### src/rtl/adc_rd_pkg.sv
package adc_rd_pkg;

    function automatic longint unsigned ceil_div(longint unsigned n, longint unsigned d);
        return (n + d - 1) / d;
    endfunction

    function automatic int max3(int a, int b, int c);
        int m;
        m = (a > b) ? a : b;
        return (m > c) ? m : c;
    endfunction

    typedef enum logic [2:0] {
        ST_OFF,
        ST_WAKE,
        ST_IDLE,
        ST_SETUP,
        ST_RUN,
        ST_GAP
    } rd_state_e;

endpackage

### src/rtl/adc_rd_sclk.sv
module adc_rd_sclk #(
    parameter int HALF = 13
) (
    input  logic clk,
    input  logic rst,
    input  logic en,
    output logic sclk,
    output logic rise
);
    localparam int CW = $clog2(HALF + 1);

    logic [CW-1:0] cnt;

    always_ff @(posedge clk) begin
        if (rst || !en) begin
            cnt  <= '0;
            sclk <= 1'b0;
            rise <= 1'b0;
        end else begin
            rise <= 1'b0;
            if (cnt == CW'(HALF - 1)) begin
                cnt  <= '0;
                sclk <= ~sclk;
                rise <= ~sclk;
            end else begin
                cnt <= cnt + 1'b1;
            end
        end
    end


    rise_marks_high_chk: assert property (@(posedge clk) disable iff (rst) rise |-> sclk);

    rise_seen_chk: assert property (@(posedge clk) disable iff (rst) $rose(sclk) |-> rise);

endmodule

### src/rtl/adc_rd_frame.sv
module adc_rd_frame #(
    parameter int FW = 16
) (
    input  logic          clk,
    input  logic          rst,
    input  logic          flush,
    input  logic          use_status,
    input  logic          rise,
    input  logic          din,
    input  logic          status,
    output logic          done,
    output logic [FW-1:0] word
);
    localparam int NW = $clog2(FW + 1);

    logic [NW-1:0] cnt;
    logic          armed;

    always_ff @(posedge clk) begin
        if (rst || flush) begin
            cnt   <= '0;
            armed <= !use_status;
            done  <= 1'b0;
            if (rst) word <= '0;
        end else begin
            done <= 1'b0;
            if (rise) begin
                if (use_status && !status) begin
                    armed <= 1'b1;
                    cnt   <= '0;
                end else if (armed) begin
                    word <= {word[FW-2:0], din};
                    if (cnt == NW'(FW - 1)) begin
                        done  <= 1'b1;
                        cnt   <= '0;
                        armed <= 1'b0;
                    end else begin
                        cnt <= cnt + 1'b1;
                    end
                end
            end
        end
    end


    bit_count_range_chk: assert property (@(posedge clk) disable iff (rst) cnt < NW'(FW));

    done_follows_rise_chk: assert property (@(posedge clk) disable iff (rst) done |-> $past(rise));

    status_low_no_done_chk: assert property (@(posedge clk) disable iff (rst)
        (rise && use_status && !status && !flush) |=> !done);

endmodule

### src/rtl/adc_serial_reader.sv
module adc_serial_reader
    import adc_rd_pkg::*;
#(
    parameter int CLK_HZ   = 100_000_000,
    parameter int SCLK_HZ  = 4_000_000,
    parameter int SETUP_NS = 90,
    parameter int WAKE_US  = 20,
    parameter int CODE_W   = 12,
    parameter int HDR_W    = 4
) (
    input  logic              clk,
    input  logic              rst,
    input  logic              start,
    input  logic              cont_mode,
    input  logic              pdown_req,
    input  logic              adc_dout,
    input  logic              adc_status,
    output logic              adc_sclk,
    output logic              adc_cs_n,
    output logic              adc_shdn,
    output logic [CODE_W-1:0] res_code,
    output logic              res_valid,
    output logic              frame_err,
    output logic              ready
);
    localparam int FW        = HDR_W + CODE_W;
    localparam int HALF      = int'(ceil_div(64'(CLK_HZ), 64'(2) * 64'(SCLK_HZ)));
    localparam int SETUP_CYC = int'(ceil_div(64'(SETUP_NS) * 64'(CLK_HZ), 64'd1_000_000_000));
    localparam int WAKE_CYC  = int'(ceil_div(64'(WAKE_US) * 64'(CLK_HZ), 64'd1_000_000));
    localparam int GAP_CYC   = HALF;
    localparam int TMAX      = max3(WAKE_CYC, SETUP_CYC, GAP_CYC);
    localparam int TW        = $clog2(TMAX + 1);

    typedef struct packed {
        logic [HDR_W-1:0]  hdr;
        logic [CODE_W-1:0] code;
    } frame_t;

    rd_state_e     state;
    logic [TW-1:0] tcnt;
    logic          cont_q;
    logic          sclk_rise;
    logic          frm_done;
    logic [FW-1:0] frm_word;
    frame_t        frm;

    assign frm      = frame_t'(frm_word);
    assign adc_cs_n = !(state == ST_SETUP || state == ST_RUN);
    assign adc_shdn = (state == ST_OFF);
    assign ready    = (state == ST_IDLE);

    adc_rd_sclk #(.HALF(HALF)) u_sclk (
        .clk  (clk),
        .rst  (rst),
        .en   (state == ST_RUN),
        .sclk (adc_sclk),
        .rise (sclk_rise)
    );

    adc_rd_frame #(.FW(FW)) u_frame (
        .clk        (clk),
        .rst        (rst),
        .flush      (state != ST_RUN),
        .use_status (cont_q),
        .rise       (sclk_rise),
        .din        (adc_dout),
        .status     (adc_status),
        .done       (frm_done),
        .word       (frm_word)
    );

    always_ff @(posedge clk) begin
        if (rst) begin
            state  <= ST_WAKE;
            tcnt   <= '0;
            cont_q <= 1'b0;
        end else if (pdown_req) begin
            state <= ST_OFF;
            tcnt  <= '0;
        end else begin
            case (state)
                ST_OFF: begin
                    state <= ST_WAKE;
                    tcnt  <= '0;
                end
                ST_WAKE: begin
                    if (tcnt == TW'(WAKE_CYC - 1)) begin
                        state <= ST_IDLE;
                        tcnt  <= '0;
                    end else begin
                        tcnt <= tcnt + 1'b1;
                    end
                end
                ST_IDLE: begin
                    if (start) begin
                        cont_q <= cont_mode;
                        state  <= ST_SETUP;
                        tcnt   <= '0;
                    end
                end
                ST_SETUP: begin
                    if (tcnt == TW'(SETUP_CYC - 1)) begin
                        state <= ST_RUN;
                        tcnt  <= '0;
                    end else begin
                        tcnt <= tcnt + 1'b1;
                    end
                end
                ST_RUN: begin
                    if (frm_done && !cont_q) begin
                        state <= ST_GAP;
                        tcnt  <= '0;
                    end
                end
                ST_GAP: begin
                    if (tcnt == TW'(GAP_CYC - 1)) begin
                        state <= ST_IDLE;
                        tcnt  <= '0;
                    end else begin
                        tcnt <= tcnt + 1'b1;
                    end
                end
                default: state <= ST_OFF;
            endcase
        end
    end

    always_ff @(posedge clk) begin
        if (rst) begin
            res_valid <= 1'b0;
            frame_err <= 1'b0;
            res_code  <= '0;
        end else begin
            res_valid <= 1'b0;
            frame_err <= 1'b0;
            if (frm_done) begin
                if (frm.hdr == '0) begin
                    res_valid <= 1'b1;
                    res_code  <= frm.code;
                end else begin
                    frame_err <= 1'b1;
                end
            end
        end
    end


    wake_span_chk: assert property (@(posedge clk) disable iff (rst)
        (state == ST_IDLE && $past(state == ST_WAKE)) |-> ($past(tcnt) == TW'(WAKE_CYC - 1)));

    sclk_quiet_chk: assert property (@(posedge clk) disable iff (rst) adc_cs_n |=> !adc_sclk);

    valid_after_done_chk: assert property (@(posedge clk) disable iff (rst) res_valid |-> $past(frm_done));

    valid_err_excl_chk: assert property (@(posedge clk) disable iff (rst) !(res_valid && frame_err));

    shdn_deselect_chk: assert property (@(posedge clk) disable iff (rst) adc_shdn |-> adc_cs_n);

    pdown_reacts_chk: assert property (@(posedge clk) disable iff (rst) pdown_req |=> adc_shdn);

endmodule

### config.mk
export PLATFORM = sky130hd
export DESIGN_NAME = adc_serial_reader
export DESIGN_NICKNAME = d
export VERILOG_FILES = /design/src/rtl/adc_rd_pkg.sv /design/src/rtl/adc_rd_sclk.sv /design/src/rtl/adc_rd_frame.sv /design/src/rtl/adc_serial_reader.sv
export SDC_FILE = /design/constraint.sdc
export NUM_CORES = 1
export LEC_CHECK = 0
export BUFFER_PORTS_ARGS = -buffer_cell sky130_fd_sc_hd__buf_2
export CAP_MARGIN = 20
export CORE_MARGIN = 2
export CORE_UTILIZATION = 62
export CTS_CLUSTER_SIZE = 10
export DETAILED_ROUTE_END_ITERATION = 8
export PLACE_DENSITY = 0.86
export REMOVE_ABC_BUFFERS = 1
export SLEW_MARGIN = 20
export SYNTH_ARGS = -nofsm -noshare
export SYNTH_HDL_FRONTEND = slang
export SYNTH_HIERARCHICAL = 1
export SYNTH_SLANG_ARGS = --single-unit
### constraint.sdc
create_clock -name clk -period 4.9 [get_ports clk]
set_input_delay 0.98 -clock clk [delete_from_list [all_inputs] [get_ports clk]]
set_output_delay 0.98 -clock clk [all_outputs]
set_load 0.01 [all_outputs]
Word level (Yosys, flattened, before mapping). Index checks and enable logic that the tools add are counted.

Bits in registers: 58. Input bits: 7. Output and inout port bits: 18.

Add/sub/neg operators: 3. Equal/unequal tests: 23. Mux-type cells: 29. Bitwise gates (word level): 6. Reductions and logical operators: 27.

Operators by type and width (number): two-way mux 16 bit (5); one-hot mux 11 bit (6 select lines) (1); two-way mux 11 bit (5); == test 11 x 4 -> 1 bit (second input constant) (2); one-hot mux 3 bit (6 select lines) (1); two-way mux 3 bit (5); two-way mux 5 bit (3); inequality test 3 bit (second input constant) (5); adder 11 x 1 -> 11 bit (second input constant) (1); == test 11 bit (second input constant) (1); inequality test 2 bit (second input constant) (5); AND reduction 5 bit (2); two-way mux 1 bit (9); OR reduction 2 bit (4); == test 3 x 2 -> 1 bit (second input constant) (2); == test 3 bit (second input constant) (2); NOT 1 bit (6); AND reduction 3 bit (2); nonzero test 2 bit (3); nonzero test 6 bit (1); adder 5 x 1 -> 5 bit (second input constant) (1); == test 5 x 4 -> 1 bit (second input constant) (1); adder 4 x 1 -> 4 bit (second input constant) (1); == test 4 bit (second input constant) (1); other kinds (11) (19).

Longest topological paths before layout. Gate-level depths: netlist (run 1).

Word-level depth: 6. Mapped depth: 7. Gate-level depth less buffers: 7.

Modules after synthesis. The synthesis (run 1) kept the hierarchy.

Modules (own cells, without submodules): adc_serial_reader (instances 1, cells each 154, area each 1422.6 µm², seq. area each 580.6 µm²); adc_rd_frame (instances 1, cells each 73, area each 940.9 µm², seq. area each 630.6 µm²); adc_rd_sclk (instances 1, cells each 23, area each 239.0 µm², seq. area each 120.1 µm²).

Worst setup path before layout (run 1). OpenSTA, ideal clock, no wires.

Path type: input to register. Start: input port adc_status. End: register u_frame.word[0], enable pin. Arrival time: 2.098 ns. Slack: 2.410 ns. Stages on the path: 3. Cell sequence: nor2b_4 > or2_2 > o21bai_1.

Word-level cells in the longest chain between the ends: 4.

Ends and longest elaborated chain: start, declared (line adc_serial_reader.sv:17) `input logic adc_status,`; logical NOT 1 bit (line adc_rd_frame.sv:28) `if (use_status && !status) begin`; logical AND 1 bit (line adc_rd_frame.sv:28); inequality test 2 x 1 -> 1 bit (no source line); AND reduction 4 bit (no source line); end signal, assigned (line adc_rd_frame.sv:32) `word <= {word[FW-2:0], din};`; end, declared (line adc_rd_frame.sv:12) `output logic [FW-1:0] word`.

Every way passes these cells. A chain may end at the register's enable or synchronous reset.

Worst setup path after layout (run 1).
Start: register state[0]. End: output port adc_cs_n.

Word-level cells in the longest chain between the ends: 3. Elaborated cells on any way between the ends: 4. Those cells by class: 2 x eq/ne; 2 x reduce/logical.

Ends and longest elaborated chain: start, declared (line adc_serial_reader.sv:39) `rd_state_e state;`; start signal, assigned (line adc_serial_reader.sv:74) `state <= ST_WAKE;`; start signal, assigned (line adc_serial_reader.sv:78) `state <= ST_OFF;`; start signal, assigned (line adc_serial_reader.sv:83) `state <= ST_WAKE;`; == test 3 x 2 -> 1 bit or == test 3 bit (tied branches) (line adc_serial_reader.sv:48) `assign adc_cs_n = !(state == ST_SETUP || state == ST_RUN);`; logical OR 1 bit (*) (line adc_serial_reader.sv:48); logical NOT 1 bit (*) (line adc_serial_reader.sv:48); end, declared (line adc_serial_reader.sv:19) `output logic adc_cs_n,`.

Mark *: on every way between the ends. The rest lies on a longest branch, timed or not.

==> results of run 1 <==
## flip-flops by register name, indices dropped and copies added, names as in the netlist
signal,cells
u_frame/armed,1
u_sclk/cnt,4
state,3
u_frame/word,16
res_code,12
frame_err,1
tcnt,11
u_sclk/rise,1
cont_q,1
res_valid,1
u_frame/done,1
u_frame/cnt,5
u_sclk/sclk,1
## through the flow
stage,utilization,total power (µW)
3_3_place_gp,0.684,551
4_1_cts,0.730,965
2_1_floorplan,-,538
3_5_place_dp,0.684,552
5_1_grt,0.730,988
6_report,0.730,959
## power groups by stage
stage                     Clock (µW)  Sequential [µW]  Combinational (µW)
after global routing             442              509                37.3
after detailed placement           0              518                34.0
final                            417              508                34.0
after CTS                        423              507                34.2
after floorplan                    0              515                22.3
after global placement             0              517                33.2
## cell families (layout without fill, tap and decap cells)
group                    count (synthesis)  in the layout
XOR/XNOR                                12             12
buffers and inverters                   17             49
adder cells (fa/ha/maj)                  5              5
flip-flops                              58             58
AND/OR/NAND/NOR                        109            109
multiplexers                            15             15
AO/OA/AOI/OAI                           34             34
## critical path: cells and delay by family (launching register included)
family	cells	cell delay, ns
buf+inv	2	0.34
compound gates	1	0.14
flops	1	0.70
simple gates	1	0.23
## cell usage after synthesis (2+ instances only)
library cell	instances
mux2i_1	15
nor3b_1	2
and2_1	17
a21oi_1	4
inv_1	8
nor3_1	7
o21ai_1	2
nand2_1	13
o211ai_1	5
nor2_1	35
buf_2	4
xor2_1	11
o21ai_0	3
and3_1	4
nand2b_1	4
o2111ai_1	3
ha_1	5
dfxtp_1	41
edfxtp_1	17
clkbuf_1	3
nand3_1	5
nor2b_1	3
o21bai_1	2
o31ai_1	2
or2_2	2
## worst min-delay path by stage
stage                         startpoint             end  slack (ns)  cells past startpoint
after floorplan           u_frame/cnt[4]  u_frame/cnt[4]        0.42                      2
after global placement    u_frame/cnt[4]  u_frame/cnt[4]        0.44                      2
after detailed placement  u_frame/cnt[4]  u_frame/cnt[4]        0.45                      2
after CTS                 u_frame/cnt[4]  u_frame/cnt[4]        0.46                      2
after global routing      u_frame/cnt[4]  u_frame/cnt[4]        0.49                      2
final                     u_frame/cnt[4]  u_frame/cnt[4]        0.46                      2
## metal layers
layer	routed length, µm	share of wire
met4	108	0.024
met2	2130	0.47
met3	202	0.045
met1	2100	0.46
met5	0	0
## layout make-up
cell class              instances  area, µm²
clock inverters                 4       43.8
multi-input cells             175       1200
flip-flops and latches         58       1330
inverters                       9       33.8
well taps                      50       62.6
repair buffers                 25        128
clock buffers                  11        141
fillers                       294       1090
==> impl_results.md, run 1 <==
- Commonest non-fill, non-tap cells in the layout: dfxtp_1, nor2_1, buf_2
- Class of the tightest hold or removal check: reg2reg
- Register bit total from synthesis: 58
- Pin count of the biggest net entering global routing: 24
- Synth Area in Compound Gates: 0.103
- Routed vias: approximately 1900
- Type of element launching the critical path: flip-flop
- Number of cell rows: 23
- Initial Util: 0.646
- Yosys top cell by area: dfxtp_1
- Slowest-stage cell, CP: dfxtp_1
- Most area-consuming cells after synthesis: dfxtp_1, edfxtp_1, mux2i_1, nor2_1, and2_1
- Post-synthesis share of cell area spent on and, or, nand and nor gates: 0.237
- Largest stage delay on the critical path: 0.70 ns
- Data required time of the worst path: 3.92 ns
- IR Drop Worst-Case VDD: 196 µV
- Buffers added on ports: 24
- Post-route cell area: 2940 µm²
- Synthesized-area fraction occupied by xor and xnor cells: 0.0404
- Area added between synthesis and finish: 13.1%
- Maximum level of the CTS H-tree: 3
- Net total in the final layout: 290
- Source of the worst register-to-register timing path: state[0]
- Total routed wirelength: 4540 µm
- Max-capacitance violation count: 0
- Setup Skew: 0.00795 ns
- Global routing usage on met2: 0.319
- Capture instance of the worst register-to-register path: u_frame/cnt[3]
- CP startpoint: state[0]
- Gate count of the mapped netlist: 250
- Final HPWL DP: 3070 µm
- Share of the yosys chip area belonging to registers: 0.512
- CTS hold repair buffers: 0
- Number of max-slew violations in the final report: 0
- Cells traversed along the worst timing path: inv_1 > and3_1 > a21oi_1 > buf_2
- Clock-pin slew of the registers on the worst-case setup and hold paths: 0.06 ns
- Post-synth design cell area: between 2000 and 3000 µm²
- Top-area cell type share of the netlist area: 0.315
- Routability congestion estimate: around 0.9
- Proportion of register bits with asynchronous set or reset after synthesis: 0
- R2R Setup Slk: 2.68 ns
- Dominant register cell in the synthesized netlist: dfxtp_1
- Number of antenna violations at the first check in global routing: 0
- Multiplexer fraction of the synthesized cell area: 0.0577
- Post-CTS setup repair buffer count: 0
- Cell area power density: around 330 nW/µm²
- Commonest non-fill, non-tap cell in the layout: dfxtp_1
- Core Footprint: between 4000 and 5000 µm²
- Worst Slack Setup Final: between 2 and 2.5 ns
- Die height: a little under 70 µm
- Internal power: roughly 760 µW
- Measured slew at the worst slew-check pin: around 0.84 ns
- Number of cells in the design after placement: 317
- Number of instances resized during post-cts repair: 0
- Combinational family with the most area after synthesis: simple AND/OR/NAND/NOR gates
- Mean area per synthesized cell: 10.4 µm²
- I/O pin count: 25
- Leakage Power: roughly 0.0012 µW
- Global routing's busiest layer: met2
- Final-report setup violation count: 0
- Post-route insts no fill: 332
- Final routed wire length divided by cell count: around 14 µm
- Crit path arrival time: 1.74 ns
- Crit end category: primary output
- Run status: complete, no violations
- Final hold vios: 0
- DRC violation count after routing: 0
- Number of CTS-inserted buffers: 9
- Final setup TNS: 0 ns
- Clock sink total: slightly below 60
- Total Die Area: 4730 µm²
- Post-detailed-route count of antenna-violating nets: 0
- Share of the clock period used by the worst path: 0.556
- Total placed instance area: 2760 µm²
- Timing endpoint of the critical path: adc_cs_n
- Part of the total power dissipated in combinational logic: 0.035
- Mean number of vias per cell: 5.65
- Count of flip-flops with a built-in enable after synthesis: 17
- Critical path start-end classification: reg2out
- Initial detailed-routing violation count: ~200
- Sequential power share: 0.529
- Psw: 203 µW
- Cell count of the worst reg-to-reg path: 6
- Number of warnings issued by yosys: 6
- Width of the die: 68.8 µm
- Arithmetic-cell share of the synthesized area counting full adders, half adders and majority gates: 0.0240
- Maximum fanout encountered on the critical timing path: 18
- Min Tclk post-route: 2.72 ns
- Vias in the first global route: 1608
- Fraction of final layout cells sized beyond drive strength 1: 0.191
- Clock latency on the worst-skew pair: 0.34 ns
- First-pass DRT Iterations: 4
- Global-route track usage on met1: 0.289
- Max-slew headroom at the worst pin: 0.441
- Total global routing track utilization: 0.217
- Met3 demand-to-capacity share in global routing: 0.0536
- Number of distinct standard cells referenced by the synthesized netlist: 58
- Fraction of power spent switching nets: 0.212
- Number of buffers between clock root and the deepest sink: 2
- Power share of the clock group: 0.435
- Root buffer cell: clkbuf_8
- Global-route wire length before repair: 7340 µm
- Worst setup slack after placement: between 2 and 2.5 ns
- Grt total ovfl: 0
- Antenna Cells: 0
- Max frequency: 367 MHz
- Worst hold slack: 0.457 ns
- CTS tree: done
- Unrepaired setup endpoints after global routing: false
Power figures use the tool's default switching activity.
==> inputs of run 2 (changes only) <==
--- a/config.mk
+++ b/config.mk
@@ -8,10 +8,10 @@
 export BUFFER_PORTS_ARGS = -buffer_cell sky130_fd_sc_hd__buf_2
 export CAP_MARGIN = 20
 export CORE_MARGIN = 2
-export CORE_UTILIZATION = 62
+export CORE_UTILIZATION = 52
 export CTS_CLUSTER_SIZE = 10
 export DETAILED_ROUTE_END_ITERATION = 8
-export PLACE_DENSITY = 0.86
+export PLACE_DENSITY = 0.77
 export REMOVE_ABC_BUFFERS = 1
 export SLEW_MARGIN = 20
 export SYNTH_ARGS = -nofsm -noshare
==> constraint.sdc (replaced) <==
create_clock -name clk -period 2.2 [get_ports clk]
set_input_delay 0.44 -clock clk [delete_from_list [all_inputs] [get_ports clk]]
set_output_delay 0.44 -clock clk [all_outputs]
set_load 0.01 [all_outputs]
==> run 2 against run 1 <==
  * Clock skew decreased by 0.0010 ns
  * Die area increased by 18%
  * Critical path depth decreased by 1
  * Critical path type unchanged
==> impl_results.md, run 2 (synthesis results as in run 1) <==
- Register ranked first by flip-flop count: u_frame/word (unchanged)
- First-pass DRT Iterations: 4 (unchanged)
- Global-route wire length before repair: 8050 µm (was 7340 µm)
- Final hold vios: 0 (unchanged)
- Worst hold slack: 0.351 ns (was 0.457 ns)
- Final routed wire length divided by cell count: 13.3 µm (was 13.7 µm)
- Net total in the final layout: 295 (was 290)
- Source of the worst register-to-register timing path: state[2] (was state[0])
- Min Tclk post-route: 1.81 ns
- CTS tree: done (unchanged)
- Crit end category: primary output (unchanged)
- Die height: 74.7 µm (was 68.8 µm)
- Width of the die: 74.7 µm (was 68.8 µm)
- Number of max-slew violations in the final report: 0 (unchanged)
- Crit path arrival time: 1.37 ns (was 1.74 ns)
- Class of the tightest hold or removal check: in2reg (was reg2reg)
- Leakage Power: 0.00125 µW (was 0.00121 µW)
- Post-CTS setup repair buffer count: 0 (unchanged)
- Maximum fanout encountered on the critical timing path: 12 (was 18)
- Clock sink total: 58 (unchanged)
- Number of cell rows: 25 (was 23)
- Share of the clock period used by the worst path: 0.823
- Clock-pin slew of the registers on the worst-case setup and hold paths: 0.06 ns (about the same)
- Number of CTS-inserted buffers: 9 (unchanged)
- Data required time of the worst path: 1.76 ns (was 3.92 ns)
- Pin count of the biggest net entering global routing: 18 (was 24)
- Setup Skew: 0.00694 ns (was 0.00795 ns)
- Capture instance of the worst register-to-register path: u_frame/armed (was u_frame/cnt[3])
- CTS hold repair buffers: 0 (unchanged)
- Clock latency on the worst-skew pair: 0.33 ns (was 0.34 ns)
- Commonest non-fill, non-tap cell in the layout: dfxtp_1 (unchanged)
- Antenna Cells: 0 (unchanged)
- Number of antenna violations at the first check in global routing: 0 (unchanged)
- R2R Setup Slk: 0.41 ns (was 2.68 ns)
- Routability congestion estimate: 0.842 (was 0.902)
- Largest registers ranked by flip-flop count: u_frame/word x16, res_code x12, tcnt x11 (unchanged)
- Measured slew at the worst slew-check pin: 0.513 ns (was 0.835 ns)
- Area of all sequential standard cells: 1330 µm² (unchanged)
- Cell count of the worst reg-to-reg path: 5 (was 6)
- Cell area power density: 752 nW/µm² (was 326 nW/µm²)
- Maximum level of the CTS H-tree: 3 (unchanged)
- DRC violation count after routing: 0 (unchanged)
- Initial Util: 0.544 (was 0.646)
- Grt total ovfl: 0 (unchanged)
- Min-Delay Startpoint: pdown_req (was u_frame/cnt[4])
- Initial detailed-routing violation count: 120 (was 202)
- Run status: complete, no violations (unchanged)
- Routed vias: 1899 (was 1877)
- Unrepaired setup endpoints after global routing: false (unchanged)
- IR Drop Worst-Case VDD: 543 µV (was 196 µV)
- Commonest non-fill, non-tap cells in the layout: dfxtp_1, nor2_1, buf_2 (unchanged)
- Total Die Area: 5590 µm² (was 4730 µm²)
- Number of instances resized during post-cts repair: 0 (unchanged)
- Max-capacitance violation count: 0 (unchanged)
- Buffers added on ports: 24 (unchanged)
- Type of element launching the critical path: flip-flop (unchanged)
- Fraction of final layout cells sized beyond drive strength 1: 0.208 (was 0.191)
- Number of flip-flops under the largest register name: 16 (unchanged)
- Area added between synthesis and finish: 16.6% (was 13.1%)
- Max-slew headroom at the worst pin: 0.657 (was 0.441)
- Mean number of vias per cell: 5.35 (was 5.65)
- Final-report setup violation count: 0 (unchanged)
- Core Footprint: 4790 µm² (was 4030 µm²)
- Post-detailed-route count of antenna-violating nets: 0 (unchanged)
- Vias in the first global route: 1826 (was 1608)
- Final setup TNS: 0 ns (unchanged)
- Multi-input gate area: 1200 µm² (unchanged)
- Number of inserted filler cells in the final layout: 412 (was 294)
- Total routed wirelength: 4730 µm (was 4540 µm)
- I/O pin count: 25 (unchanged)
- Endpoint of the worst hold path: tcnt[0] (was u_frame/cnt[4])
- Total global routing track utilization: 0.194 (was 0.217)
- Number of stages on the worst hold path: 2 (unchanged)
- Number of buffers between clock root and the deepest sink: 2 (unchanged)
- Critical path start-end classification: reg2out (unchanged)
- Root buffer cell: clkbuf_8 (unchanged)
- Final HPWL DP: 3270 µm (was 3070 µm)
- Max frequency: 553 MHz
==> run 2: changes by cell type in the layout (fill, tap and decap cells not counted), sizes merged <==
cell,previous run,this run
buf,25,30
clkinvlp,0,1
bufinv,1,2
clkbuf,11,10
==> run 2: how the worst max path moves through the flow <==
| stage | from | to | cells past startpoint |
|---|---|---|---|
| CTS | state[0] | ready | 3 |
| floorplan | state[0] | u_frame/word[0] | 4 |
| global route | state[1] | ready | 3 |
| global placement | state[2] | u_frame/armed | 5 |
| detailed placement | state[2] | u_frame/armed | 5 |
| finish | state[2] | adc_cs_n | 3 |
==> run 2: routing by layer <==
layer | wire [µm] | GRT usage | up-vias
li1 | - | - | 948
met1 | 2290 | 0.248 | 911
met2 | 2160 | 0.299 | 35
met3 | 227 | 0.0535 | 5
met4 | 57 | 0.105 | 0
met5 | 0 | 0 | -
==> run 2: power by group <==
| part | leakage [µW] | total (µW) | internal [µW] | switching, µW |
|---|---|---|---|---|
| registers | 0.000504 | 1120 | 1110 | 10.2 |
| logic | 0.000637 | 89.9 | 33.6 | 56.3 |
| clock network | 0.000107 | 1070 | 658 | 410 |
| total | 0.00125 | 2280 | 1800 | 477 |
==> run 2: area by class of cell <==
cell class / instances / share of cell area
clock inverters: 6 / 0.0264
repair buffers: 30 / 0.0544
well taps: 67 / 0.0276
flip-flops and latches: 58 / 0.439
inverters: 9 / 0.0111
multi-input cells: 175 / 0.396
clock buffers: 10 / 0.0454
==> run 2: worst max-delay path, cell delays in order (launching register included) <==
cell,delay [ns]
dfxtp_1,0.55
and3_1,0.30
a21oi_1,0.05
buf_2,0.14
==> run 2: through the flow <==
step                      power, µW  setup slack (ns)  instance area, µm²  instances  utilization
final                          2280             0.390                3030        355        0.634
after global routing           2360             0.258                3030        355        0.634
after CTS                      2300             0.357                3030        355        0.634
after detailed placement       1240             0.417                2820        339        0.588
after global placement         1230             0.424                2820        339        0.588
after floorplan                1200             0.179                2570        242            -
==> inputs of run 3 (changes only) <==
--- a/config.mk
+++ b/config.mk
@@ -5,13 +5,14 @@
 export SDC_FILE = /design/constraint.sdc
 export NUM_CORES = 1
 export LEC_CHECK = 0
+export ABC_AREA = 1
 export BUFFER_PORTS_ARGS = -buffer_cell sky130_fd_sc_hd__buf_2
 export CAP_MARGIN = 20
 export CORE_MARGIN = 2
-export CORE_UTILIZATION = 52
+export CORE_UTILIZATION = 53
 export CTS_CLUSTER_SIZE = 10
 export DETAILED_ROUTE_END_ITERATION = 8
-export PLACE_DENSITY = 0.77
+export PLACE_DENSITY = 0.78
 export REMOVE_ABC_BUFFERS = 1
 export SLEW_MARGIN = 20
 export SYNTH_ARGS = -nofsm -noshare
==> constraint.sdc (replaced) <==
create_clock -name clk -period 1.62 [get_ports clk]
set_input_delay 0.324 -clock clk [delete_from_list [all_inputs] [get_ports clk]]
set_output_delay 0.324 -clock clk [all_outputs]
set_load 0.01 [all_outputs]
==> run 3 against run 2 <==
  * Critical path depth grew 2
  * Sequential cell count is the same
  * Total power grew 26%
  * Synthesized cell count grew 56%
  * Cell count grew 43%
  * Sequential power grew 38%
  * Worst setup slack lost 0.35 ns
  * Area after synthesis grew 11%
  * Wire length grew 23%
  * Cell area grew 10%
  * Utilization grew 1.3 points
  * Die area grew 8.0%
==> impl_results.md, run 3 <==
- Run status: complete, no violations (unchanged)
- Measured slew at the worst slew-check pin: 0.418 ns (was 0.513 ns)
- Count of flip-flops with a built-in enable after synthesis: 17 (unchanged)
- Largest stage delay on the critical path: 0.34 ns (was 0.55 ns)
- DRC violation count after routing: 0 (unchanged)
- Worst setup slack after placement: 0.0444 ns (was 0.417 ns)
- Post-detailed-route count of antenna-violating nets: 0 (unchanged)
- Register ranked first by flip-flop count: u_frame/word (unchanged)
- Crit path arrival time: 1.26 ns (was 1.37 ns)
- Post-route cell area: 3350 µm² (was 3030 µm²)
- Maximum level of the CTS H-tree: 3 (unchanged)
- Number of buffers between clock root and the deepest sink: 2 (unchanged)
- Largest registers ranked by flip-flop count: u_frame/word x16, res_code x12, tcnt x11 (unchanged)
- Number of warnings issued by yosys: 6 (unchanged)
- Source of the worst register-to-register timing path: state[1] (was state[2])
- Min-Delay Startpoint: cont_mode (was pdown_req)
- IR Drop Worst-Case VDD: 527 µV (was 543 µV)
- Final cell utilization of the core: 0.647 (was 0.634)
- Cell area power density: 860 nW/µm² (was 752 nW/µm²)
- Class of the tightest hold or removal check: in2reg (unchanged)
- Max-slew headroom at the worst pin: 0.721 (was 0.657)
- Endpoint of the worst hold path: cont_q (was tcnt[0])
- Number of antenna violations at the first check in global routing: 0 (unchanged)
- Data required time of the worst path: 1.30 ns (was 1.76 ns)
- Gate count of the mapped netlist: 389 (was 250)
- Total placed instance area: 3150 µm² (was 2820 µm²)
- Vias in the first global route: 2331 (was 1826)
- Max-capacitance violation count: 0 (unchanged)
- Most area-consuming cells after synthesis: dfxtp_1, edfxtp_1, nand2_1, nor2_1, nand3_1 (was dfxtp_1, edfxtp_1, mux2i_1, nor2_1, and2_1)
- Maximum fanout encountered on the critical timing path: 3 (was 12)
- Number of flip-flops under the largest register name: 16 (unchanged)
- Clock sink total: 58 (unchanged)
- Mean number of vias per cell: 5.00 (was 5.35)
- I/O pin count: 25 (unchanged)
- Number of max-slew violations in the final report: 0 (unchanged)
- Cell types with the highest counts after synthesis: nand2_1, nor2_1, inv_1 (was dfxtp_1, nor2_1, and2_1, edfxtp_1, mux2i_1)
- Max frequency: 633 MHz
- Register bit total from synthesis: 58 (unchanged)
- Mean area per synthesized cell: 7.39 µm² (was 10.4 µm²)
- Final setup TNS: 0 ns (unchanged)
- First-pass DRT Iterations: 4 (unchanged)
- Global-route wire length before repair: 9830 µm (was 8050 µm)
- Commonest non-fill, non-tap cells in the layout: nand2_1, nor2_1, inv_1 (was dfxtp_1, nor2_1, buf_2)
- Dominant register cell in the synthesized netlist: dfxtp_1 (unchanged)
- Number of CTS-inserted buffers: 9 (unchanged)
- Yosys top cell by area: dfxtp_1 (unchanged)
- Crit end category: primary output (unchanged)
- Cell type with the highest occurrence count on the critical path: nor2_2
- Core Footprint: 5170 µm² (was 4790 µm²)
- Buffers added on ports: 24 (unchanged)
- Final HPWL DP: 4310 µm (was 3270 µm)
- Most numerous cell in the Yosys netlist: nand2_1 (was dfxtp_1)
- Clock-pin slew of the registers on the worst-case setup and hold paths: 0.06 ns (about the same)
- Routed vias: 2537 (was 1899)
- Commonest non-fill, non-tap cell in the layout: nand2_1 (was dfxtp_1)
- Setup Skew: 0.00729 ns (was 0.00694 ns)
- Type of element launching the critical path: flip-flop (unchanged)
- Grt total ovfl: 0 (unchanged)
- Final routed wire length divided by cell count: 11.4 µm (was 13.3 µm)
- Total Die Area: 6030 µm² (was 5590 µm²)
- Clock latency on the worst-skew pair: 0.33 ns (about the same)
- Routability congestion estimate: 0.905 (was 0.842)
- CTS tree: done (unchanged)
- Leakage Power: 0.00144 µW (was 0.00125 µW)
- Final-report setup violation count: 0 (unchanged)
- Number of distinct standard cells referenced by the synthesized netlist: 31 (was 58)
- Initial Util: 0.556 (was 0.544)
- Total routed wirelength: 5810 µm (was 4730 µm)
- Number of cell rows: 26 (was 25)
- Final hold vios: 0 (unchanged)
- Root buffer cell: clkbuf_8 (unchanged)
- Initial detailed-routing violation count: 159 (was 120)
- Number of stages on the worst hold path: 3 (was 2)
- Proportion of register bits with asynchronous set or reset after synthesis: 0 (unchanged)
- Fraction of final layout cells sized beyond drive strength 1: 0.201 (was 0.208)
- Post-synth design cell area: 2880 µm² (was 2600 µm²)
- Total global routing track utilization: 0.204 (was 0.194)
- R2R Setup Slk: 0.06 ns (was 0.41 ns)
- Worst Slack Setup Final: 0.0392 ns (was 0.390 ns)
- Slowest-stage cell, CP: dfxtp_2 (was dfxtp_1)
- Share of the yosys chip area belonging to registers: 0.463 (was 0.512)
- Capture instance of the worst register-to-register path: u_frame/armed (unchanged)
- Cells traversed along the worst timing path: nor2_4 > inv_1 > nor2_2 > nor2_2 > buf_2 (was and3_1 > a21oi_1 > buf_2)
- Share of the clock period used by the worst path: 0.976
- Net total in the final layout: 444 (was 295)
- Critical path start-end classification: reg2out (unchanged)
- CTS hold repair buffers: 0 (unchanged)
- Width of the die: 77.7 µm (was 74.7 µm)
- Pin count of the biggest net entering global routing: 19 (was 18)
- Die height: 77.7 µm (was 74.7 µm)
- Min Tclk post-route: roughly 1.6 ns
- Antenna Cells: 0 (unchanged)
- Overall power consumption: 2880 µW (was 2280 µW)
- Top-area cell type share of the netlist area: 0.285 (was 0.315)
- Cell count of the worst reg-to-reg path: 7 (was 5)
- Area added between synthesis and finish: 16.4% (was 16.6%)
==> run 3: stage by stage <==
step / hold slack (ns) / std cells
2_1_floorplan: 0.393 / 382
3_3_place_gp: 0.446 / 490
3_5_place_dp: 0.450 / 490
4_1_cts: 0.279 / 507
5_1_grt: 0.294 / 507
6_report: 0.281 / 507
==> run 3: area by class of cell <==
type / count / area (µm²)
clock buffer: 10 / 138
clock inverter: 6 / 32.5
fill: 443 / 1820
inverter: 60 / 225
multi-input combinational: 264 / 1300
sequential: 58 / 1340
tap: 70 / 87.6
timing repair buffer: 39 / 233
==> run 3: logic make-up (layout without fill, tap and decap cells) <==
kind of cell,count (synthesis),after routing,share of synthesized area
buffers and inverters,67,115,0.0935
XOR/XNOR,2,2,0.00609
flip-flops,58,58,0.463
adder cells (fa/ha/maj),5,5,0.0217
AND/OR/NAND/NOR,232,232,0.367
AO/OA/AOI/OAI,25,25,0.0487
==> run 3: layer usage <==
metal / vias to the layer above / GRT usage / share of wire
li1: 1316 / - / -
met1: 1151 / 0.255 / 0.46
met2: 64 / 0.332 / 0.48
met3: 6 / 0.0500 / 0.046
met4: 0 / 0.0946 / 0.0098
met5: - / 0 / 0
==> run 3: worst max-delay path by stage <==
stage	slack [ns]	end	startpoint
after floorplan	-0.36	u_frame/word[0]	state[1]
after global placement	0.11	tcnt[9]	tcnt[1]
after detailed placement	0.04	tcnt[9]	tcnt[1]
after CTS	0.009	adc_cs_n	state[0]
after global routing	-0.002	adc_cs_n	state[1]
final	0.04	adc_cs_n	state[1]
==> run 3: worst max-delay path: cells and delay by family, from the launching register on <==
kind,cells,cell delay [ns]
flops,1,0.34
simple gates,3,0.38
buf+inv,2,0.20
==> run 3: repair_timing <==
item | in CTS | in global routing
endpoints found under the setup margin | 1 | 13
pin swaps | 1 | 3
setup buffers | 1 | 1
resized for setup | 3 | 8
==> run 3: power breakdown <==
part	leakage [µW]	internal (µW)	switching, µW
combinational	0.000846	80.0	139
clock	0.0000848	579	541
sequential	0.000505	1520	21.7
total	0.00144	2180	702
